### config.mk
export PLATFORM = sky130hd
export DESIGN_NAME = gpio_port_ctrl
export DESIGN_NICKNAME = d
export VERILOG_FILES = /design/src/rtl/gpio_port_pkg.sv /design/src/rtl/gpio_sync.sv /design/src/rtl/gpio_regs.sv /design/src/rtl/gpio_pullup_map.sv /design/src/rtl/gpio_port_ctrl.sv
export SDC_FILE = /design/constraint.sdc
export NUM_CORES = 1
export LEC_CHECK = 0
export BUFFER_PORTS_ARGS = -buffer_cell sky130_fd_sc_hd__buf_2
export CAP_MARGIN = 20
export CORE_MARGIN = 5
export CORE_UTILIZATION = 54
export DETAILED_ROUTE_END_ITERATION = 12
export PLACE_DENSITY = 0.91
export SLEW_MARGIN = 20
export SYNTH_ARGS = -nofsm -noshare
export SYNTH_HDL_FRONTEND = slang
export SYNTH_SLANG_ARGS = --single-unit
### constraint.sdc
create_clock -name clk -period 1.73 [get_ports clk]
set_input_delay 0.2595 -clock clk [delete_from_list [all_inputs] [get_ports clk]]
set_output_delay 0.2595 -clock clk [all_outputs]
set_load 0.01 [all_outputs]
### src/rtl/gpio_port_pkg.sv
package gpio_port_pkg;
  typedef enum logic [1:0] {
    REG_DATA = 2'd0,
    REG_DIR  = 2'd1,
    REG_PULL = 2'd2,
    REG_NONE = 2'd3
  } reg_sel_e;
endpackage

### src/rtl/gpio_sync.sv
module gpio_sync #(
  parameter int WIDTH = 8
) (
  input  logic             clk,
  input  logic             rst,
  input  logic [WIDTH-1:0] async_in,
  output logic [WIDTH-1:0] sync_out
);
  logic [WIDTH-1:0] stage1_q;
  logic [WIDTH-1:0] stage2_q;

  always_ff @(posedge clk) begin
    if (rst) begin
      stage1_q <= '0;
      stage2_q <= '0;
    end else begin
      stage1_q <= async_in;
      stage2_q <= stage1_q;
    end
  end

  assign sync_out = stage2_q;
endmodule

### src/rtl/gpio_regs.sv
module gpio_regs
  import gpio_port_pkg::*;
#(
  parameter int PORT_W = 8,
  parameter int PU_GRP = 4
) (
  input  logic              clk,
  input  logic              rst,
  input  logic              we,
  input  reg_sel_e          sel,
  input  logic [PORT_W-1:0] wdata,
  output logic [PORT_W-1:0] latch_q,
  output logic [PORT_W-1:0] dir_q,
  output logic [PU_GRP-1:0] pu_q,
  output logic [PORT_W-1:0] dir_d,
  output logic [PU_GRP-1:0] pu_d
);
  logic [PORT_W-1:0] latch_d;

  // Next-state values; exported so downstream registers update on the same edge.
  always_comb begin
    latch_d = latch_q;
    dir_d   = dir_q;
    pu_d    = pu_q;
    if (we) begin
      unique case (sel)
        REG_DATA: latch_d = wdata;
        REG_DIR:  dir_d   = wdata;
        REG_PULL: pu_d    = wdata[PU_GRP-1:0];
        default:  ;
      endcase
    end
  end

  always_ff @(posedge clk) begin
    if (rst) begin
      latch_q <= '0;
      dir_q   <= '0;
      pu_q    <= '0;
    end else begin
      latch_q <= latch_d;
      dir_q   <= dir_d;
      pu_q    <= pu_d;
    end
  end
endmodule

### src/rtl/gpio_pullup_map.sv
module gpio_pullup_map #(
  parameter int                        PORT_W    = 8,
  parameter int                        PU_GRP    = 4,
  parameter int                        GRP_IDX_W = 2,
  parameter logic [PORT_W*GRP_IDX_W-1:0] PU_MAP  = 16'b11_11_11_11_10_10_01_00
) (
  input  logic [PU_GRP-1:0] grp_en,
  input  logic [PORT_W-1:0] dir,
  output logic [PORT_W-1:0] pu_en
);
  for (genvar i = 0; i < PORT_W; i++) begin : g_pin
    localparam logic [GRP_IDX_W-1:0] GRP = PU_MAP[i*GRP_IDX_W +: GRP_IDX_W];
    assign pu_en[i] = grp_en[GRP] & ~dir[i];
  end
endmodule

### src/rtl/gpio_port_ctrl.sv
module gpio_port_ctrl
  import gpio_port_pkg::*;
#(
  parameter int                        PORT_W    = 8,
  parameter int                        PU_GRP    = 4,
  parameter int                        GRP_IDX_W = 2,
  parameter logic [PORT_W*GRP_IDX_W-1:0] PU_MAP  = 16'b11_11_11_11_10_10_01_00
) (
  input  logic              clk,
  input  logic              rst,
  input  logic [1:0]        bus_addr,
  input  logic              bus_we,
  input  logic [PORT_W-1:0] bus_wdata,
  output logic [PORT_W-1:0] bus_rdata,
  input  logic [PORT_W-1:0] pin_in,
  output logic [PORT_W-1:0] pin_out,
  output logic [PORT_W-1:0] pin_oe,
  output logic [PORT_W-1:0] pin_pu
);
  logic [PORT_W-1:0] latch_q, dir_q, dir_d, pin_sync, pu_next, rd_mux;
  logic [PU_GRP-1:0] pu_q, pu_d;
  logic [PORT_W-1:0] rdata_q, pu_out_q;
  reg_sel_e          sel;

  assign sel = reg_sel_e'(bus_addr);

  gpio_sync #(.WIDTH(PORT_W)) u_sync (
    .clk(clk), .rst(rst), .async_in(pin_in), .sync_out(pin_sync)
  );

  gpio_regs #(.PORT_W(PORT_W), .PU_GRP(PU_GRP)) u_regs (
    .clk(clk), .rst(rst), .we(bus_we), .sel(sel), .wdata(bus_wdata),
    .latch_q(latch_q), .dir_q(dir_q), .pu_q(pu_q),
    .dir_d(dir_d), .pu_d(pu_d)
  );

  // Computed from next-state so pull-ups drop on the edge that sets an output.
  gpio_pullup_map #(
    .PORT_W(PORT_W), .PU_GRP(PU_GRP), .GRP_IDX_W(GRP_IDX_W), .PU_MAP(PU_MAP)
  ) u_pumap (
    .grp_en(pu_d), .dir(dir_d), .pu_en(pu_next)
  );

  always_comb begin
    rd_mux = '0;
    unique case (sel)
      REG_DATA: rd_mux = (latch_q & dir_q) | (pin_sync & ~dir_q);
      REG_DIR:  rd_mux = dir_q;
      REG_PULL: rd_mux[PU_GRP-1:0] = pu_q;
      default:  rd_mux = '0;
    endcase
  end

  always_ff @(posedge clk) begin
    if (rst) begin
      rdata_q  <= '0;
      pu_out_q <= '0;
    end else begin
      rdata_q  <= rd_mux;
      pu_out_q <= pu_next;
    end
  end

  assign bus_rdata = rdata_q;
  assign pin_out   = latch_q;
  assign pin_oe    = dir_q;
  assign pin_pu    = pu_out_q;
endmodule

Word-level counts from Yosys, hierarchy flattened
Cells that the tools add are included.
{ "word_totals": {"output_inout_bits": 32, "elab_cells": 37, "reg_bits": 52, "input_bits": 21} }
{ "classes": {"eq_ne": 2, "n_bitwise": 20, "n_mux": 6, "reduce_logical": 2} }
{ "ops": {"columns": ["cell", "count"], "rows": [
  ["$and 8x8->8", 2],
  ["$mux 8", 2],
  ["$pmux 4 s3", 1],
  ["$and 1x1->1", 8],
  ["$mux 4", 2],
  ["$not 1->1", 8],
  ["$not 8->8", 1],
  ["$or 8x8->8", 1],
  ["$pmux 4 s2", 1],
  ["$eq 2x1->1 const B", 1],
  ["$eq 2x2->1 const B", 1],
  ["$logic_not 2->1", 1],
  ["$reduce_and 2->1", 1]
]} }

Logic depth before layout (Yosys ltp)
{ "depth": {"depth_word": 5, "depth_mapped": 5, "depth_no_buf": 3} }

Hierarchy
From an unflattened synthesis, not the netlist that was laid out.
{ "unflattened": {"hier_cells": 195, "hier_area_um2": 2104.5} }
{ "modules_own_cells": {"columns": ["module", "seq_area_each_um2", "n_inst", "area_each_um2", "cells_each"], "rows": [
  ["gpio_regs", 400.4, 1, 994.7, 92],
  ["gpio_port_ctrl", 320.3, 1, 585.6, 62],
  ["gpio_sync", 320.3, 1, 464.2, 33],
  ["gpio_pullup_map", 0.0, 1, 60.1, 8]
]} }

Least setup slack after synthesis
Ideal clock, no wire load.
{ "synth_path": {"path_kind": "in2reg", "startpoint": "in bus_addr[0]", "endpoint": "reg u_regs.latch_q[0]", "slack_ns": 0.591, "t_required_ns": 1.602, "path_stages": 5, "t_arrival_ns": 1.012, "setup_ns": 0.128, "cell_sequence": "buf_2 -> nor3b_1 -> buf_4 -> mux2i_1 -> nor2_1"} }
{ "synth_via": {"elab_chain_len": 2} }
{ "synth_rtl": {"columns": ["item", "line_no", "rtl"], "rows": [
  ["start, declared", "gpio_port_ctrl.sv:11", "input logic [1:0] bus_addr,"],
  ["$logic_not 2->1", "gpio_regs.sv:26", "unique case (sel)"],
  ["$reduce_and 2->1 (no source line)", null, null],
  ["end signal, assigned", "gpio_regs.sv:41", "latch_q <= latch_d;"],
  ["end, declared", "gpio_regs.sv:12", "output logic [PORT_W-1:0] latch_q,"]
]} }
Every way passes these cells.
A chain may end at the register's enable or synchronous reset.

Worst setup path after layout
{ "layout_path": {"startpoint": "reg u_regs.dir_q[4]", "endpoint": "out pin_oe[4]"} }
{ "layout_lines": {"columns": ["item", "line_no", "rtl"], "rows": [
  ["start, declared", "gpio_regs.sv:13", "output logic [PORT_W-1:0] dir_q,"],
  ["start signal, assigned", "gpio_regs.sv:42", "dir_q <= dir_d;"],
  ["end, declared", "gpio_port_ctrl.sv:17", "output logic [PORT_W-1:0] pin_oe,"]
]} }
No word-level cell between the ends.

==> metrics.yaml <==
status: "finished clean"
clock-root-buffer: "clkbuf_4"
worst_pin_slew_ns: 0.4066
synth_xor_area_frac: 0
slew_violations: 0
crit_chain: "buf_2"
rsz0062_at_grt: "no"
fin_hold_ws_ns: 0.09440
syn_to_final_growth_pct: 21.56
fp.coreArea_um2: 3311
cp_max_fo: 4
critPathCaptureType: "output port"
finalSetupViolCount: 0
cts_hold_buf: 0
wirelength_mm: 3.774
fin_nets: 240
ys_types: 22
vias_per_cell: 4.966
worst_slack_ns: 0.5448
critPathRequiredTime_ns: 1.47
crit_buf_inv: 1
grt_pass1_vias: 1286
hpwl_mm: 2.715
postCtsSetupBuffers: 0
timing.final.crit_share: 0.6851
max_slew_margin: 0.7289
finalWeightedCongestion: 0.7821
max_freq_ghz: 0.8437
synthAdderAreaFrac: 0
grt_max_degree: 31
cts.clk_slew.worst_paths_ns: 0.15
vdd_drop_max_mv: 0.6313
slowest_stage: "dfxtp_1"
period_minus_slack_ns: 1.185
drtIter0Drc: 103
skew_ns: 0.01345
syn_nets: 188
grt_usage: 0.1804
path_class: "register to output port"
ys_warn_count: 0
io-pin-count: 53
slowest_delay_ns: 0.40
antenna_cells: 0
synth-simple-area-share: 0.2190
hold_path.class: "primary input to register"
preCtsSetupSlack_ns: 0.3079
fin_total_pwr_mw: 2.195
antenna_left: 0
fp.dieW_um: 68.18
clk_path_buf_depth: 2
rows: 21
powerDensity_nw_per_um2: 987.9
start_kind: "register"
report.final.hold_viol_count: 0
drive_gt1_frac: 0.3364
synth_area_per_cell_um2: 10.95
clk_latency_ns: 0.37
fillers: 262
vias: 1321
die_height_um: 68.18
numCtsBuffers: 5
synth_compound_area_frac: 0.05886
ys_seq_area_frac: 0.5695
muxShareOfSynthArea: 0.1164
syn_inst: 167
initial_utilization: 0.5522
synth_top_family_by_area: "simple AND/OR/NAND/NOR gates"
die-area_um2: 4649
synth-seq-cells: 52
grt.overflow.total: 0
grt_pass1_wl_mm: 6.092
syn-cell-area_um2: 1828
wl_per_cell_um: 14.19
p_leak_nw: 1.048
cts_tree: "built"
dr.pass1.iters: 4
tns_ns: 0
placed_cells: 258
cap_violations: 0
htreeDepth: 2
critPathArrivalTime_ns: 0.93
cts.repair.resized: 0
crit_family: "flip-flops"
antenna_found_initial: 0
fin_cells: 266
drcViolationCount: 0
portBuffers: 52
cts.sinks: 52
flip-flops by register name, summed over array words and instances, names as in the netlist:
register and count:
u_regs.pu_q 4, u_regs.latch_q 8, u_sync.sync_out 8, pin_pu 8, u_sync.stage1_q 8, u_regs.dir_q 8
bus_rdata 8
worst register-to-register path, delay by kind of cell (launching register included):
kind / cells / cell delay (ns)
flops: 1 / 0.36
compound gates: 1 / 0.26
simple gates: 1 / 0.17
power by group:
group	internal [mW]	switching (mW)
sequential	1.24	0.0199
clock	0.384	0.359
combinational	0.0870	0.105
metrics by stage:
stage / instance area, um^2 / util
final: 2222 / 0.6712
after global routing: 2222 / 0.6712
after CTS: 2222 / 0.6712
after detailed placement: 2127 / 0.6425
after global placement: 2127 / 0.6425
after floorplan: 1828 / -
per-layer routing:
metal,vias up,GRT usage,part of all wire
li1,660,-,-
met1,611,0.2336,0.43
met2,45,0.2780,0.48
met3,5,0.04105,0.076
met4,0,0.09677,0.016
met5,-,0,0
synth_stat cells:
library cell,number,share of area
dfxtp_1,52,0.57
nor2_1,25,0.051
mux2i_1,19,0.10
nor2b_1,17,0.058
nand2_1,7,0.014
nor3b_2,6,0.041
a21oi_1,5,0.014
clkbuf_1,5,0.010
o21ai_0,5,0.014
nand3b_1,4,0.016
a31oi_1,3,0.010
nor3b_1,3,0.012
o211ai_1,3,0.012
buf_2,2,0.0055
buf_6,2,0.012
inv_1,2,0.0041
nand3b_4,2,0.022
a21o_1,1,0.0041
a311oi_1,1,0.0048
buf_4,1,0.0041
mux2i_4,1,0.012
or2_2,1,0.0034
layout make-up:
type | count | area [um^2] | share of cell area
Timing Repair Buffer | 55 | 295.3 | 0.1329
Clock inverter | 1 | 30.03 | 0.01351
Tap cell | 46 | 57.56 | 0.02590
Inverter | 2 | 7.507 | 0.003378
Sequential cell | 52 | 1041 | 0.4685
Clock buffer | 7 | 65.06 | 0.02928
Multi-Input combinational cell | 103 | 725.7 | 0.3266
cell families (layout without fill, tap and decap cells):
| kind of cell | Yosys count | in the layout |
|---|---|---|
| AO/OA/AOI/OAI | 18 | 18 |
| buffers and inverters | 12 | 65 |
| flip-flops | 52 | 52 |
| multiplexers | 20 | 20 |
| AND/OR/NAND/NOR | 65 | 65 |
cells in the final DEF, fill, tap and decap left out, types with 2 or more instances in the layout:
cell type	n
buf_2	52
o21ai_0	5
buf_4	2
nand3b_4	2
clkbuf_8	2
nand3b_1	4
nor2_1	25
a31oi_1	3
inv_1	2
dfxtp_1	52
nor3b_2	7
nor2b_1	17
o211ai_1	3
clkbuf_4	5
mux2i_1	19
a21oi_1	5
nand2_1	7
nor3b_1	2
final timing paths:
check / start / to / slack [ns] / depth (start not counted)
setup reg to reg: u_regs.dir_q[1] / bus_rdata[1] / 0.86 / 2
setup / recovery: u_regs.dir_q[4] / pin_oe[4] / 0.54 / 1
hold reg to reg: u_sync.sync_out[6] / bus_rdata[6] / 0.45 / 2
hold / removal: pin_in[3] / u_sync.stage1_q[3] / 0.09 / 2
Note: power is estimated with default switching activity, not from simulation.
